$ cat config.mk
export PLATFORM = sky130hd
export DESIGN_NAME = vramDmaTop
export DESIGN_NICKNAME = d
export VERILOG_FILES = /design/src/rtl/vdmaPkg.sv /design/src/rtl/vdmaDatapath.sv /design/src/rtl/vdmaControl.sv /design/src/rtl/vramDmaTop.sv
export SDC_FILE = /design/constraint.sdc
export NUM_CORES = 1
export LEC_CHECK = 0
export ABC_AREA = 1
export ABC_CLOCK_PERIOD_IN_PS = 4400
export BUFFER_PORTS_ARGS = -buffer_cell sky130_fd_sc_hd__buf_4
export CORE_AREA = 2 2 85 87
export CTS_CLUSTER_SIZE = 30
export DETAILED_ROUTE_END_ITERATION = 6
export DIE_AREA = 0 0 87 89
export GPL_ROUTABILITY_DRIVEN = 0
export HOLD_SLACK_MARGIN = 0.08
export PLACE_DENSITY_LB_ADDON = 0.15
export RECOVER_POWER = 50
export SLEW_MARGIN = 20
export SYNTH_ARGS = -nofsm -noshare
export SYNTH_HDL_FRONTEND = slang
export SYNTH_SLANG_ARGS = --single-unit
$ cat constraint.sdc
create_clock -name clk -period 4.4 [get_ports clk]
set_input_delay 0.22 -clock clk [delete_from_list [all_inputs] [get_ports clk]]
set_output_delay 0.22 -clock clk [all_outputs]
set_load 0.02 [all_outputs]
$ cat src/rtl/vdmaPkg.sv
package vdmaPkg;

  typedef enum logic [1:0] {
    ST_IDLE  = 2'd0,
    ST_WAIT  = 2'd1,
    ST_READ  = 2'd2,
    ST_WRITE = 2'd3
  } dmaStateT;

  typedef struct packed {
    logic loadLen;
    logic stepByte;
  } dmaStrobeT;

  localparam int OFF_SRC_HI = 0;
  localparam int OFF_SRC_LO = 1;
  localparam int OFF_DST_HI = 2;
  localparam int OFF_DST_LO = 3;
  localparam int OFF_CTL    = 4;

endpackage

$ cat src/rtl/vdmaDatapath.sv
module vdmaDatapath
  import vdmaPkg::*;
#(
  parameter int ADDR_W     = 16,
  parameter int DATA_W     = 8,
  parameter int UNIT_LOG2  = 4,
  parameter int LEN_W      = 7,
  parameter int WIN_W      = 13,
  parameter logic [15:0] WIN_BASE = 16'h8000,
  parameter logic [15:0] REG_BASE = 16'hFF51
) (
  input  logic              clk,
  input  logic              rstN,
  input  logic [ADDR_W-1:0] regAddr,
  input  logic              regWrEn,
  input  logic [DATA_W-1:0] regWrData,
  output logic [DATA_W-1:0] regRdData,
  input  dmaStrobeT         strobe,
  input  logic              active,
  output logic              ctlWrite,
  output logic              ctlMode,
  output logic              lastByte,
  output logic              unitEnd,
  output logic              remZero,
  output logic [ADDR_W-1:0] srcAddr,
  output logic [ADDR_W-1:0] dstAddr,
  input  logic [DATA_W-1:0] rdData,
  output logic [DATA_W-1:0] wrData
);

  localparam int CNT_W = LEN_W + UNIT_LOG2 + 1;

  logic [ADDR_W-1:0] srcQ;
  logic [WIN_W-1:0]  dstQ;
  logic [CNT_W-1:0]  remQ;
  logic [CNT_W-1:0]  loadCount;
  logic [DATA_W-1:0] alignedByte;
  logic [LEN_W-1:0]  unitsCode;
  logic hitSrcHi, hitSrcLo, hitDstHi, hitDstLo, hitCtl;

  // register decode
  always_comb begin
    hitSrcHi = (regAddr == REG_BASE + ADDR_W'(OFF_SRC_HI));
    hitSrcLo = (regAddr == REG_BASE + ADDR_W'(OFF_SRC_LO));
    hitDstHi = (regAddr == REG_BASE + ADDR_W'(OFF_DST_HI));
    hitDstLo = (regAddr == REG_BASE + ADDR_W'(OFF_DST_LO));
    hitCtl   = (regAddr == REG_BASE + ADDR_W'(OFF_CTL));
  end

  assign ctlWrite    = regWrEn && hitCtl;
  assign ctlMode     = regWrData[LEN_W];
  assign alignedByte = {regWrData[DATA_W-1:UNIT_LOG2], UNIT_LOG2'(0)};
  assign loadCount   = (CNT_W'(regWrData[LEN_W-1:0]) + CNT_W'(1)) << UNIT_LOG2;

  // source address: byte writes, else advance per moved byte
  always_ff @(posedge clk) begin
    if (!rstN) begin
      srcQ <= '0;
    end else if (regWrEn && hitSrcHi) begin
      srcQ[ADDR_W-1:DATA_W] <= regWrData;
    end else if (regWrEn && hitSrcLo) begin
      srcQ[DATA_W-1:0] <= alignedByte;
    end else if (strobe.stepByte) begin
      srcQ <= srcQ + ADDR_W'(1);
    end
  end

  // destination offset inside the video window
  always_ff @(posedge clk) begin
    if (!rstN) begin
      dstQ <= '0;
    end else if (regWrEn && hitDstHi) begin
      dstQ[WIN_W-1:DATA_W] <= regWrData[WIN_W-DATA_W-1:0];
    end else if (regWrEn && hitDstLo) begin
      dstQ[DATA_W-1:0] <= alignedByte;
    end else if (strobe.stepByte) begin
      dstQ <= dstQ + WIN_W'(1);
    end
  end

  // remaining byte count
  always_ff @(posedge clk) begin
    if (!rstN) begin
      remQ <= '0;
    end else if (strobe.loadLen) begin
      remQ <= loadCount;
    end else if (strobe.stepByte && !remZero) begin
      remQ <= remQ - CNT_W'(1);
    end
  end

  assign remZero  = (remQ == '0);
  assign lastByte = (remQ == CNT_W'(1));
  assign unitEnd  = (remQ[UNIT_LOG2-1:0] == UNIT_LOG2'(1));

  assign unitsCode = LEN_W'(remQ >> UNIT_LOG2) - LEN_W'(1);
  assign regRdData = hitCtl ? {active, unitsCode} : '1;

  assign srcAddr = srcQ;
  assign dstAddr = WIN_BASE | ADDR_W'(dstQ);
  assign wrData  = rdData;

  p_count_step_r3: assert property (@(posedge clk) disable iff (!rstN)
    (strobe.stepByte && !strobe.loadLen && !remZero) |=> (remQ == $past(remQ) - CNT_W'(1)));

  p_load_whole_units_r3: assert property (@(posedge clk) disable iff (!rstN)
    strobe.loadLen |=> (remQ[UNIT_LOG2-1:0] == '0 && remQ != '0));

endmodule

$ cat src/rtl/vdmaControl.sv
module vdmaControl
  import vdmaPkg::*;
(
  input  logic      clk,
  input  logic      rstN,
  input  logic      ctlWrite,
  input  logic      ctlMode,
  input  logic      hblank,
  input  logic      lastByte,
  input  logic      unitEnd,
  input  logic      remZero,
  output dmaStrobeT strobe,
  output logic      active,
  output logic      memRdEn,
  output logic      memWrEn
);

  dmaStateT stateQ, stateD;
  logic pacedQ;
  logic hbPrevQ;
  logic hbRise;

  assign hbRise = hblank && !hbPrevQ;

  always_ff @(posedge clk) begin
    if (!rstN) begin
      hbPrevQ <= 1'b0;
    end else begin
      hbPrevQ <= hblank;
    end
  end

  always_ff @(posedge clk) begin
    if (!rstN) begin
      pacedQ <= 1'b0;
    end else if (ctlWrite) begin
      pacedQ <= ctlMode;
    end
  end

  always_comb begin
    stateD = stateQ;
    if (ctlWrite) begin
      stateD = ctlMode ? ST_WAIT : ST_READ;
    end else begin
      case (stateQ)
        ST_IDLE:  stateD = ST_IDLE;
        ST_WAIT:  stateD = hbRise ? ST_READ : ST_WAIT;
        ST_READ:  stateD = ST_WRITE;
        ST_WRITE: begin
          if (lastByte)                stateD = ST_IDLE;
          else if (pacedQ && unitEnd)  stateD = ST_WAIT;
          else                         stateD = ST_READ;
        end
        default:  stateD = ST_IDLE;
      endcase
    end
  end

  always_ff @(posedge clk) begin
    if (!rstN) begin
      stateQ <= ST_IDLE;
    end else begin
      stateQ <= stateD;
    end
  end

  assign active          = (stateQ != ST_IDLE);
  assign memRdEn         = (stateQ == ST_READ);
  assign memWrEn         = (stateQ == ST_WRITE);
  assign strobe.loadLen  = ctlWrite;
  assign strobe.stepByte = (stateQ == ST_WRITE) && !ctlWrite;

  p_write_after_read_r4: assert property (@(posedge clk) disable iff (!rstN)
    memWrEn |-> $past(memRdEn));

  p_one_strobe_r4: assert property (@(posedge clk) disable iff (!rstN)
    !(memRdEn && memWrEn));

  p_wait_for_edge_r5: assert property (@(posedge clk) disable iff (!rstN)
    (stateQ == ST_WAIT && !hbRise && !ctlWrite) |=> (stateQ == ST_WAIT && !memRdEn));

  p_idle_drained_r6: assert property (@(posedge clk) disable iff (!rstN)
    $fell(active) |-> remZero);

endmodule

$ cat src/rtl/vramDmaTop.sv
module vramDmaTop
  import vdmaPkg::*;
#(
  parameter int ADDR_W    = 16,
  parameter int DATA_W    = 8,
  parameter int UNIT_LOG2 = 4,
  parameter int LEN_W     = 7,
  parameter int WIN_W     = 13
) (
  input  logic              clk,
  input  logic              rstN,
  input  logic [ADDR_W-1:0] regAddr,
  input  logic              regWrEn,
  input  logic [DATA_W-1:0] regWrData,
  output logic [DATA_W-1:0] regRdData,
  input  logic              hblank,
  output logic              memRdEn,
  output logic [ADDR_W-1:0] memRdAddr,
  input  logic [DATA_W-1:0] memRdData,
  output logic              memWrEn,
  output logic [ADDR_W-1:0] memWrAddr,
  output logic [DATA_W-1:0] memWrData
);

  dmaStrobeT strobe;
  logic active, ctlWrite, ctlMode, lastByte, unitEnd, remZero;

  vdmaDatapath #(
    .ADDR_W(ADDR_W), .DATA_W(DATA_W), .UNIT_LOG2(UNIT_LOG2),
    .LEN_W(LEN_W), .WIN_W(WIN_W)
  ) uPath (
    .clk(clk), .rstN(rstN),
    .regAddr(regAddr), .regWrEn(regWrEn), .regWrData(regWrData),
    .regRdData(regRdData),
    .strobe(strobe), .active(active),
    .ctlWrite(ctlWrite), .ctlMode(ctlMode),
    .lastByte(lastByte), .unitEnd(unitEnd), .remZero(remZero),
    .srcAddr(memRdAddr), .dstAddr(memWrAddr),
    .rdData(memRdData), .wrData(memWrData)
  );

  vdmaControl uCtl (
    .clk(clk), .rstN(rstN),
    .ctlWrite(ctlWrite), .ctlMode(ctlMode), .hblank(hblank),
    .lastByte(lastByte), .unitEnd(unitEnd), .remZero(remZero),
    .strobe(strobe), .active(active),
    .memRdEn(memRdEn), .memWrEn(memWrEn)
  );

endmodule

==> impl_summary.log <==
INFO  metric result_of_the_run = finished with violations
INFO  metric violations_in_the_final_reports = capacitance limit, slew limit
INFO  metric synth_top_cell_area_share = 0.245
INFO  metric ctsResizeCount = 0
INFO  metric boundaryPins = between 80 and 90
INFO  metric total_power = between 700 and 800 uW
INFO  metric synth_cells = just over 600
INFO  metric path_clk_slew = around 0.08 ns
INFO  metric via_count_of_the_first_global_routing_pass = between 3000 and 4000
INFO  metric p_seq_frac = 0.542
INFO  metric fp.dieW = 87 um
INFO  metric combPwrFrac = 0.077
INFO  metric cts_setup_buffers = 0
INFO  metric critical-path-top-delay-family = simple AND/OR/NAND/NOR gates
INFO  metric tritoncts.num_buffers = 5
INFO  metric buffer_ports.inserted = between 60 and 70
INFO  metric internal-power = about 570 uW
INFO  metric drt_iter0_markers = approximately 260
INFO  metric power.net_switching = 179 uW
INFO  metric grt_first_pass_wirelength = ~17 mm
INFO  metric drtAntennaViolNets = 0
INFO  metric slew-limit-headroom = -0.306
INFO  metric tot_gr_track_use = 0.264
INFO  metric cts_max_level = 2
INFO  metric number_of_setup_violations_in_the_final_report = 0
INFO  metric avg_vias_per_cell = 5.34
INFO  metric irDropWorstVdd = 0.137 mV
INFO  metric globalRoute.totalOverflow = 0
INFO  metric seq_area_frac_synth = 0.245
INFO  metric fp.dieArea = 0.00774 mm2
INFO  metric max-cap-violations = 1
INFO  metric hold_violations = 0
INFO  metric die_h = around 89 um
INFO  metric grt_antenna_before_repair = 0
INFO  metric hp-class = in2reg
INFO  metric coreArea = approximately 0.0067 mm2
INFO  metric cp_slowest_cell = sky130_fd_sc_hd__nor2_1
INFO  metric critical_path.max_stage_delay = 1.46 ns
INFO  metric finalWorstPathRequiredPeriod = 2.78 ns
INFO  metric place_ws = ~2.6 ns
INFO  metric slew_viols_final = 24
INFO  metric finalWorstSetupSlack = roughly 1.6 ns
INFO  metric power.static_leakage = 0.00191 uW
INFO  metric yosys_warnings = 0
INFO  metric cp-start-kind = flop
INFO  metric drc = 0
INFO  metric drt-total-wl = 9.79 mm
INFO  metric arrival_time_of_the_worst_setup_path = ~3.0 ns
INFO  metric holdWs = 0.105 ns
INFO  metric synth.distinct_cells = 39
INFO  metric num_vias = 3942
INFO  metric layout.core_utilization = 0.609
INFO  metric floorplan.initialDensity = 0.547
INFO  metric syn-cell-area = 0.00367 mm2
INFO  metric cts_tree = built
INFO  metric detail_route.wl_per_cell = about 13 um
INFO  metric critPathRequiredTime = 4.62 ns
INFO  metric power.density_cell_area = roughly 180 mW/mm2
INFO  metric max_clock_freq = about 360 MHz
INFO  metric clk_root_buffer_cell = sky130_fd_sc_hd__clkbuf_8
INFO  metric diodes = 0
INFO  metric nets = 700
INFO  metric critical_path.cell_chain = nand2_1 -> nor2_1 -> nand2_2 -> nand2_1 -> nand2_1 -> a21oi_1
INFO  metric timing.critical_path.fanout_max = 23
INFO  metric p_clk_frac = 0.380
INFO  metric grt_start_max_net_pins = 30
INFO  metric fp-row-count = 30
INFO  metric timing.critical_path.buf_inv = 0
INFO  metric synth_seq_cells = 45
INFO  metric dr.pass1.iters = 5
INFO  metric crit_path_class = reg2reg
INFO  metric area_overhead_vs_synth = 11.3%
INFO  metric mostFrequentLayoutCell = sky130_fd_sc_hd__nand2_1
INFO  metric dp_hpwl = between 7 and 8 mm
INFO  metric synth_top_cell_by_area = sky130_fd_sc_hd__dfxtp_1
INFO  metric mean_cell_area_of_the_mapped_netlist = between 6 and 7 um2
INFO  metric crit_path_end_kind = flop
INFO  metric setup-tns-final = 0 ns
INFO  metric hold_fix_buffers_at_cts = 0
INFO  metric clock_skew = approximately 0.01 ns
INFO  metric synth.top_cells.by_area = sky130_fd_sc_hd__dfxtp_1 (25%), sky130_fd_sc_hd__nand2_1 (19%), sky130_fd_sc_hd__nand3_1 (9.0%), sky130_fd_sc_hd__nor2_1 (7.9%), sky130_fd_sc_hd__inv_1 (6.3%)
INFO  metric grt_setup_unrepaired = no
INFO  metric cpMostUsedCell = sky130_fd_sc_hd__nand2_1
INFO  metric timing.final.crit_share = 0.632
INFO  metric cts-root-to-sink-buffers = 2
INFO  metric cts.sink_count = 45
INFO  metric most-common-layout-cells = sky130_fd_sc_hd__nand2_1 (188), sky130_fd_sc_hd__nor2_1 (78), sky130_fd_sc_hd__nand3_1 (66)
INFO  metric power.share.switching = 0.239
INFO  metric worst_pin_slew = a little under 2 ns
INFO  metric layout-drive-gt1-share = 0.116
INFO  metric clock_latency = roughly 0.3 ns
cell families after synthesis:
kind of cell	Yosys count	synth area share
AO/OA/AOI/OAI	57	0.0868
flip-flops	45	0.245
other	2	0.00204
adder cells (fa/ha/maj)	7	0.0238
XOR/XNOR	20	0.0497
buffers and inverters	86	0.105
AND/OR/NAND/NOR	387	0.488
flip-flops by register name (all words and copies together), names as in the netlist:
name,cells
uPath.remQ,12
uPath.dstQ,13
uCtl.stateQ,2
uPath.srcAddr,16
uCtl.pacedQ,1
uCtl.hbPrevQ,1
routing by layer:
metal  up-vias  part of all wire  track usage
met2       133              0.46        0.442
met1      1766              0.47        0.361
met4         0             0.013       0.0682
met5         -                 0            0
met3        12             0.054       0.0342
li1       2031                 -            -
path summary, 6_finish.rpt:
path,start,end,slack [ns],cells after the start
worst max register to register,uCtl.stateQ[1]$_SDFF_PN0_,uPath.dstQ[12]$_SDFFE_PN0P_,1.62,6
worst min register to register,uPath.srcAddr[2]$_SDFFE_PN0P_,uPath.srcAddr[2]$_SDFFE_PN0P_,0.50,2
worst max-delay path,uCtl.stateQ[1]$_SDFF_PN0_,uPath.dstQ[12]$_SDFFE_PN0P_,1.62,6
worst min-delay path,hblank,uCtl.hbPrevQ$_SDFF_PN0_,0.11,3
worst register-to-register path, stage by stage (launching register included):
cell                      delay [ns]
sky130_fd_sc_hd__dfxtp_1        0.37
sky130_fd_sc_hd__nand2_1        0.09
sky130_fd_sc_hd__nor2_1         1.46
sky130_fd_sc_hd__nand2_2        0.29
sky130_fd_sc_hd__nand2_1        0.27
sky130_fd_sc_hd__nand2_1        0.08
sky130_fd_sc_hd__a21oi_1        0.13
power groups by stage:
stage / Clock (uW) / Combinational (uW) / Sequential (uW)
global route: 306 / 63.3 / 408
global placement: 0 / 57.3 / 417
detailed placement: 0 / 57.8 / 417
finish: 286 / 58.1 / 407
CTS: 293 / 58.0 / 407
floorplan: 0 / 39.2 / 417
metrics by stage:
| stage | cell area (um2) | cells |
|---|---|---|
| floorplan | 3680 | 605 |
| CTS | 4240 | 738 |
| finish | 4090 | 738 |
| global placement | 4130 | 730 |
| global route | 4090 | 738 |
| detailed placement | 4130 | 730 |
area by class of cell:
type	instances	area, um2
fillers	681	2630
multi-input cells	474	2370
flip-flops and latches	45	901
repair buffers	66	375
inverters	65	244
well taps	80	100
clock buffers	7	96.3
clock inverters	1	5.00
synth_stat cells (all sizes together):
library cell / count
and3: 1
ha: 7
nand4: 21
nor2: 87
xor2: 15
conb: 2
clkbuf: 3
nor3: 7
o22ai: 1
o211ai: 1
o21bai: 5
o21ai: 18
nand2: 200
buf: 18
xnor2: 5
nand3: 69
inv: 65
dfxtp: 45
nand3b: 1
o31ai: 1
a21oi: 31
or2: 1
No activity file was read; power rests on OpenSTA's default activity.
